$ cat src/rtl/supply_rst_pkg.sv
package supply_rst_pkg;

  // Phase of the shared stretch timer.
  typedef enum logic [1:0] {
    PH_RUN     = 2'd0,
    PH_HOLD    = 2'd1,
    PH_STRETCH = 2'd2
  } rst_phase_e;

  // Defaults sized for a 125 MHz clock.
  localparam int unsigned DEF_STRETCH_CYCLES  = 16_250_000;
  localparam int unsigned DEF_DEBOUNCE_CYCLES = 1_250_000;
  localparam int unsigned DEF_SYNC_STAGES     = 2;

endpackage

$ cat src/rtl/rc_sync.sv
module rc_sync #(
  parameter int unsigned STAGES    = 2,
  parameter logic        RESET_VAL = 1'b1
) (
  input  logic clk,
  input  logic rst,
  input  logic din,
  output logic dout
);

  logic [STAGES-1:0] chain_q;

  generate
    for (genvar s = 0; s < STAGES; s++) begin : g_stage
      if (s == 0) begin : g_first
        always_ff @(posedge clk) begin
          if (rst) chain_q[0] <= RESET_VAL;
          else     chain_q[0] <= din;
        end
      end else begin : g_next
        always_ff @(posedge clk) begin
          if (rst) chain_q[s] <= RESET_VAL;
          else     chain_q[s] <= chain_q[s-1];
        end
      end
    end
  endgenerate

  assign dout = chain_q[STAGES-1];

  // the last stage only moves to a value the stage before it already held.
  a_r4_sync_follows: assert property (@(posedge clk) disable iff (rst)
    !$stable(dout) |-> (dout == $past(chain_q[(STAGES > 1) ? STAGES-2 : 0])));

endmodule

$ cat src/rtl/rc_debounce.sv
module rc_debounce #(
  parameter int unsigned STABLE_CYCLES = 8,
  parameter logic        RESET_VAL     = 1'b1
) (
  input  logic clk,
  input  logic rst,
  input  logic din,
  output logic dout
);

  localparam int unsigned CW = $clog2(STABLE_CYCLES + 1);
  localparam logic [CW-1:0] LAST = CW'(STABLE_CYCLES - 1);

  logic [CW-1:0] run_q;
  logic          level_q;

  always_ff @(posedge clk) begin
    if (rst) begin
      run_q   <= '0;
      level_q <= RESET_VAL;
    end else if (din == level_q) begin
      run_q   <= '0;
    end else if (run_q == LAST) begin
      run_q   <= '0;
      level_q <= din;
    end else begin
      run_q   <= run_q + 1'b1;
    end
  end

  assign dout = level_q;

  // the run counter never reaches the acceptance length.
  a_r5_run_bound: assert property (@(posedge clk) disable iff (rst)
    run_q < CW'(STABLE_CYCLES));

  // the accepted level only changes after a full run of a differing input.
  a_r5_change_after_run: assert property (@(posedge clk) disable iff (rst)
    !$stable(level_q) |-> ($past(run_q) == LAST && $past(din) == level_q));

endmodule

$ cat src/rtl/rc_stretch.sv
module rc_stretch
  import supply_rst_pkg::*;
#(
  parameter int unsigned STRETCH_CYCLES = 40
) (
  input  logic clk,
  input  logic rst,
  input  logic cause,
  output logic active_o,
  output logic active_n_o
);

  localparam int unsigned CW = $clog2(STRETCH_CYCLES + 1);
  localparam logic [CW-1:0] FULL = CW'(STRETCH_CYCLES);

  logic [CW-1:0] left_q;
  rst_phase_e    phase_q;
  logic          act_q;
  logic          act_n_q;

  always_ff @(posedge clk) begin
    if (rst) begin
      left_q  <= FULL;
      phase_q <= PH_STRETCH;
      act_q   <= 1'b1;
      act_n_q <= 1'b0;
    end else if (cause) begin
      left_q  <= FULL;
      phase_q <= PH_HOLD;
      act_q   <= 1'b1;
      act_n_q <= 1'b0;
    end else if (left_q != '0) begin
      left_q  <= left_q - 1'b1;
      phase_q <= PH_STRETCH;
      act_q   <= 1'b1;
      act_n_q <= 1'b0;
    end else begin
      phase_q <= PH_RUN;
      act_q   <= 1'b0;
      act_n_q <= 1'b1;
    end
  end

  assign active_o   = act_q;
  assign active_n_o = act_n_q;

  // the two output registers never agree.
  a_r8_complement: assert property (@(posedge clk) disable iff (rst)
    act_q != act_n_q);

  // release only after the timer has drained with no cause present.
  a_r2_no_early_release: assert property (@(posedge clk) disable iff (rst)
    $fell(act_q) |-> ($past(left_q) == '0 && !$past(cause)));

  // any cause reloads the full interval.
  a_r7_reload: assert property (@(posedge clk) disable iff (rst)
    cause |=> (left_q == FULL && phase_q == PH_HOLD));

  // the timer never holds more than the full interval.
  a_r2_bound: assert property (@(posedge clk) disable iff (rst)
    left_q <= FULL);

  // only the idle phase may show reset released.
  a_r3_idle_only: assert property (@(posedge clk) disable iff (rst)
    !act_q |-> phase_q == PH_RUN);

endmodule

$ cat src/rtl/supply_reset_ctrl.sv
module supply_reset_ctrl
  import supply_rst_pkg::*;
#(
  parameter int unsigned STRETCH_CYCLES  = DEF_STRETCH_CYCLES,
  parameter int unsigned DEBOUNCE_CYCLES = DEF_DEBOUNCE_CYCLES,
  parameter int unsigned SYNC_STAGES     = DEF_SYNC_STAGES
) (
  input  logic clk,
  input  logic rst,
  input  logic supply_low_i,
  input  logic btn_n_i,
  output logic sys_rst_o,
  output logic sys_rst_n_o
);

  logic btn_sync;
  logic btn_clean_n;
  logic cause;

  rc_sync #(
    .STAGES    (SYNC_STAGES),
    .RESET_VAL (1'b1)
  ) i_sync (
    .clk  (clk),
    .rst  (rst),
    .din  (btn_n_i),
    .dout (btn_sync)
  );

  rc_debounce #(
    .STABLE_CYCLES (DEBOUNCE_CYCLES),
    .RESET_VAL     (1'b1)
  ) i_debounce (
    .clk  (clk),
    .rst  (rst),
    .din  (btn_sync),
    .dout (btn_clean_n)
  );

  assign cause = supply_low_i | ~btn_clean_n;

  rc_stretch #(
    .STRETCH_CYCLES (STRETCH_CYCLES)
  ) i_stretch (
    .clk        (clk),
    .rst        (rst),
    .cause      (cause),
    .active_o   (sys_rst_o),
    .active_n_o (sys_rst_n_o)
  );

  // a supply fault shows on the reset output at the next edge.
  a_r1_supply_immediate: assert property (@(posedge clk) disable iff (rst)
    supply_low_i |=> sys_rst_o);

  // an accepted button press keeps reset active at the next edge.
  a_r6_button_holds: assert property (@(posedge clk) disable iff (rst)
    !btn_clean_n |=> (sys_rst_o && !sys_rst_n_o));

endmodule

$ cat config.mk
export PLATFORM = sky130hd
export DESIGN_NAME = supply_reset_ctrl
export DESIGN_NICKNAME = d
export VERILOG_FILES = /design/src/rtl/supply_rst_pkg.sv /design/src/rtl/rc_sync.sv /design/src/rtl/rc_debounce.sv /design/src/rtl/rc_stretch.sv /design/src/rtl/supply_reset_ctrl.sv
export SDC_FILE = /design/constraint.sdc
export NUM_CORES = 1
export LEC_CHECK = 0
export BUFFER_PORTS_ARGS = -buffer_cell sky130_fd_sc_hd__clkbuf_2
export CORE_ASPECT_RATIO = 0.75
export CORE_MARGIN = 4
export CORE_UTILIZATION = 30
export DETAILED_ROUTE_END_ITERATION = 8
export SLEW_MARGIN = 20
export SYNTH_ARGS = -nofsm -noshare
export SYNTH_HDL_FRONTEND = slang
export SYNTH_SLANG_ARGS = --single-unit
$ cat constraint.sdc
create_clock -name clk -period 3 [get_ports clk]
set_input_delay 0 -clock clk [delete_from_list [all_inputs] [get_ports clk]]
set_output_delay 0 -clock clk [all_outputs]
set_load 0.05 [all_outputs]
Yosys cells after proc, flatten, opt, wreduce, memory -nomap -nowiden
Cells that the tools add are included.
{ "word_totals": {"register_bits": 50, "latch_bits": 0, "mem_bits_rw": 0, "rom_bits": 0, "in_bits": 4, "output_inout_bits": 2, "mem_count": 0} }
{ "op_classes": {"addsub": 2, "mul": 0, "n_div": 0, "magnitude_cmp": 0, "n_eq_ne": 2, "shift": 0, "n_mux": 2, "bitwise_logic": 3, "reduce_logical": 4} }
{ "op_table": {"columns": ["cell", "n"], "rows": [
  ["24-bit nonzero test", 1],
  ["24-bit by 1-bit subtractor with 24-bit output (second input constant)", 1],
  ["21-bit by 1-bit adder with 21-bit output (second input constant)", 1],
  ["21-bit == test (second input constant)", 1],
  ["3-bit OR reduction", 1],
  ["1-bit 2-to-1 mux", 2],
  ["1-bit NOT", 2],
  ["2-bit AND reduction", 1],
  ["2-bit OR reduction", 1],
  ["1-bit == test", 1],
  ["1-bit bitwise OR", 1]
]} }

Depth between registers and ports, before layout
{ "logic_depth": {"ltp_word": 3, "depth_mapped": 7, "mapped_depth_nobuf": 6} }

Cells and area by module
Synthesis repeated with hierarchy kept, for this count alone.
{ "hier_totals": {"hier_cells": 271, "area_unflattened_um2": 2472.4} }
{ "modules_own_cells": {"columns": ["module", "n_inst", "cells_per_inst", "area_each_um2"], "rows": [
  ["rc_stretch", 1, 143, 1305.0],
  ["rc_debounce", 1, 123, 1108.6],
  ["rc_sync", 1, 4, 52.6],
  ["supply_reset_ctrl", 1, 1, 6.3]
]} }

Worst setup path before layout
OpenSTA, ideal clock, no wires.
{ "synth_path": {"path_type": "register to register", "start": "reg i_stretch.left_q[0]", "end": "reg i_stretch.left_q[18]", "setup_ns": 0.062, "arrival_time_ns": 1.931, "t_required_ns": 2.938, "path_slack_ns": 1.006, "path_stages_with_launch": 8, "path_cell_list": "dfxtp_1 inv_1 ha_1 or3b_2 or2_0 clkbuf_2 or4_1 nand3_1"} }
{ "synth_via": {"elab_chain_len": 1} }
{ "synth_lines": {"columns": ["element", "line_no", "rtl"], "rows": [
  ["from (decl)", "rc_stretch.sv:16", "logic [CW-1:0] left_q;"],
  ["from (signal assigned)", "rc_stretch.sv:33", "left_q <= left_q - 1'b1;"],
  ["24-bit by 1-bit subtractor with 24-bit output / 24-bit nonzero test (equally long branches)", "rc_stretch.sv:33, rc_stretch.sv:32", null]
]} }
Several ways; a longest one is shown, not always the timed one.
A chain may end at the register's enable or synchronous reset.

Worst setup path in the final report
{ "layout_path": {"start": "reg i_stretch.left_q[14]", "end": "reg i_stretch.left_q[3]"} }
{ "layout_via": {"elab_chain_len": 1} }
{ "layout_lines": {"columns": ["element", "line_no", "rtl"], "rows": [
  ["24-bit nonzero test", "rc_stretch.sv:32", "end else if (left_q != '0) begin"]
]} }
No other way between the ends.

==> results.py <==
metrics = {
    "grt": {
        "met2_usage_pct": 14.9,
        "grt_max_degree": 25,
        "use_met3_pct": 2.19,
        "track_usage_pct": 10.3,
        "grt-busiest-layer": "met2",
        "grt_util_met1_pct": 14.7,
        "grt.overflow.total": 0,
        "antenna_found_initial": 0,
        "grt_pass1_wl_mm": 8.14,
        "grt_pass1_vias": 1682,
    },
    "cells_and_area": {
        "layout_common_cells": "dfxtp_1 (50), nor2_1 (31), nand2_1 (14), inv_1 (12)",
        "stdcell_area_mm2": 0.00266,
        "nets": 290,
        "drive_gt1_share_pct": 9.57,
        "syn2layout_area_growth_pct": 10.0,
        "diodes": 0,
        "final_common_cell": "dfxtp_1",
    },
    "pwr": {
        "p_sw_share_pct": 21.8,
        "p_leak_nw": 0.816,
        "seq_power_share_pct": 60.9,
        "combPwrFrac_pct": 4.4,
        "switchingPower_w": 0.000243,
        "p_per_area_mw_per_mm2": 418,
        "power_frac_clock_pct": 34.7,
        "internal_power_w": 0.000871,
        "peakVddDrop_v": 0.000147,
    },
    "critical_path": {
        "required_ps": 3180,
        "reg2regPathDepth": 4,
        "critPathMaxFanout": 19,
        "worst_setup_path_end_kind": "register",
        "worst_setup_path_start_kind": "register",
        "crit_arrival_ps": 2410,
        "critical_path_class": "reg -> reg",
        "reg2reg_to": "i_stretch.left_q[3]$_SDFFE_PP0N_",
        "reg2reg_from": "i_stretch.left_q[14]$_SDFFE_PP1N_",
        "ff2ff_setup_slack_ps": 770,
    },
    "clocking": {
        "cts_resized": 0,
        "cts-root-buf": "clkbuf_8",
        "cts_tree": "yes",
        "holdBufCountCts": 3,
        "clock_latency_ps": 300,
        "htree_levels": 2,
        "clock_path_buffers": 2,
        "clk_pin_slew_ps": 90,
        "post_cts_buffers": 0,
        "cts.sinks": 50,
        "cts_buffers": 5,
    },
    "detailed_routing": {
        "first_pass_iters": 5,
        "initialDrtViolationCount": 74,
        "drc_errors": 0,
        "routed_wl_mm": 4.77,
        "post_drt_wl_per_cell_um": 12.3,
        "antenna_left": 0,
        "via_count": 1936,
        "viasPerCell": 5.00,
    },
    "synth": {
        "yosysTopAreaCell": "dfxtp_1",
        "ys_ff_latch": 50,
        "ys_warn_count": 0,
        "synth_cell_type_count": 51,
        "synthArstFlopShare_pct": 0,
        "synth_edf_count": 0,
        "yosys-top-cells-area": "dfxtp_1 (41%), nor2_1 (4.8%), xnor2_1 (4.0%)",
        "syn-cell-area_mm2": 0.00242,
        "syn-num-nets": 281,
        "synth_ff_type": "dfxtp_1",
        "yosysTopAreaCellShare_pct": 41.3,
        "seq_area_frac_synth_pct": 41.3,
        "syn_inst": 274,
        "avgSynthCellArea_um2": 8.84,
    },
    "sta": {
        "slew_headroom_pct": 43.7,
        "hold_viol": 0,
        "skew_ps": 4.38,
        "fmax_ghz": 0.449,
        "finalSetupTns_ps": 0,
        "finalCritPeriodShare_pct": 74.2,
        "drv_slew": 0,
        "worstMarginPinSlew_ps": 844,
        "period_needed_ps": 2230,
        "setup_viol": 0,
        "rsz0062_at_grt": "false",
    },
    "hold_path": {
        "hold_path_depth": 4,
        "min_path_type": "in -> reg",
        "whs_endpoint": "i_stretch.left_q[8]$_SDFFE_PP0N_",
        "hp-start": "supply_low_i",
    },
    "die": {
        "num_io_pins": 6,
        "die_x_um": 112,
        "die_area_mm2": 0.00959,
        "core_mm2": 0.00788,
        "start_util_pct": 30.7,
        "die_h_um": 85.8,
        "rows": 28,
    },
    "placed_design": {
        "dp_hpwl_mm": 3.32,
        "place_area_mm2": 0.00255,
        "gp_congestion": 0.835,
        "io_buffers": 5,
    },
    "job": {
        "drv_cap": 0,
    },
    "outcome": {
        "outcome": "finished clean",
    },
}
-- how the worst max path moves through the flow --
stage	startpoint	end	slack, ps
2_1_floorplan	i_stretch.left_q[0]$_SDFFE_PP0N_	i_stretch.left_q[18]$_SDFFE_PP1N_	1010
3_3_place_gp	i_stretch.left_q[14]$_SDFFE_PP1N_	i_stretch.left_q[6]$_SDFFE_PP0N_	800
5_1_grt	i_stretch.left_q[14]$_SDFFE_PP1N_	i_stretch.left_q[6]$_SDFFE_PP0N_	600
6_report	i_stretch.left_q[14]$_SDFFE_PP1N_	i_stretch.left_q[3]$_SDFFE_PP0N_	770
3_5_place_dp	i_stretch.left_q[14]$_SDFFE_PP1N_	i_stretch.left_q[3]$_SDFFE_PP0N_	780
4_1_cts	i_stretch.left_q[14]$_SDFFE_PP1N_	i_stretch.left_q[3]$_SDFFE_PP0N_	770
-- flip-flops by register name (all words and copies together) (netlist names) --
register and cells:
i_debounce.dout 1, i_debounce.run_q 21, i_stretch.active_n_o 1, i_stretch.active_o 1, i_stretch.left_q 24, i_sync.chain_q 1
i_sync.dout 1
-- critical path, stage by stage, from the launching register on --
cell and delay [ps]:
dfxtp_1 360, or3_2 550, nor4_4 750, a2111oi_0 280, mux2i_1 170
-- metrics by stage --
step | worst slack, ps | cells | power [W] | hold WS [ps] | utilization (%)
after floorplan | 1010 | 274 | 0.000727 | 104 | -
after global placement | 798 | 378 | 0.000739 | 211 | 32.4
after detailed placement | 778 | 378 | 0.000740 | 214 | 32.4
after CTS | 773 | 387 | 0.00114 | 242 | 33.8
after global routing | 596 | 387 | 0.00117 | 304 | 33.8
final | 773 | 387 | 0.00111 | 228 | 33.8
-- layer usage --
layer	up-vias	routed length (um)	part of all wire (%)
met3	6	107	2.2
met1	879	2700	57
met4	0	82	1.7
met2	17	1880	39
li1	1034	-	-
met5	-	0	0
-- synthesized netlist by cell type, types with 3 or more instances --
| cell type | n |
|---|---|
| dfxtp_1 | 50 |
| mux2i_1 | 8 |
| and3_1 | 3 |
| a21oi_1 | 9 |
| and4_1 | 5 |
| o21ai_0 | 8 |
| a211oi_1 | 6 |
| or3_1 | 3 |
| or4_1 | 9 |
| inv_1 | 12 |
| xnor2_1 | 11 |
| o31ai_1 | 6 |
| and2_1 | 6 |
| or2_2 | 5 |
| nor4_1 | 8 |
| ha_1 | 3 |
| nand4_1 | 8 |
| nand3_1 | 11 |
| xor2_1 | 5 |
| nand2b_1 | 4 |
| nor2_1 | 31 |
| nor3_1 | 6 |
| clkbuf_1 | 4 |
| o211ai_1 | 6 |
| a31oi_1 | 3 |
| nand2_1 | 14 |
-- power by group through the flow --
| stage | clock network, W | logic (W) | registers (W) |
|---|---|---|---|
| 2_1_floorplan | 0 | 0.0000358 | 0.000692 |
| 3_3_place_gp | 0 | 0.0000458 | 0.000694 |
| 3_5_place_dp | 0 | 0.0000467 | 0.000694 |
| 4_1_cts | 0.000407 | 0.0000497 | 0.000678 |
| 5_1_grt | 0.000437 | 0.0000556 | 0.000680 |
| 6_report | 0.000387 | 0.0000491 | 0.000678 |
-- kinds of logic after synthesis --
logic type	after synthesis	synth area share, %
AO/OA/AOI/OAI	51	14.5
buffers and inverters	20	3.57
XOR/XNOR	16	5.79
multiplexers	8	3.31
adder cells (fa/ha/maj)	3	1.55
AND/OR/NAND/NOR	126	29.9
flip-flops	50	41.3
-- cell type report --
type / count / area (um2)
clock buffers: 6 / 82.6
fillers: 811 / 5220
inverters: 12 / 45.0
multi-input cells: 204 / 1330
flip-flops and latches: 50 / 1000
well taps: 105 / 131
repair buffers: 10 / 70.1
Note: power is estimated with default switching activity, not from simulation.
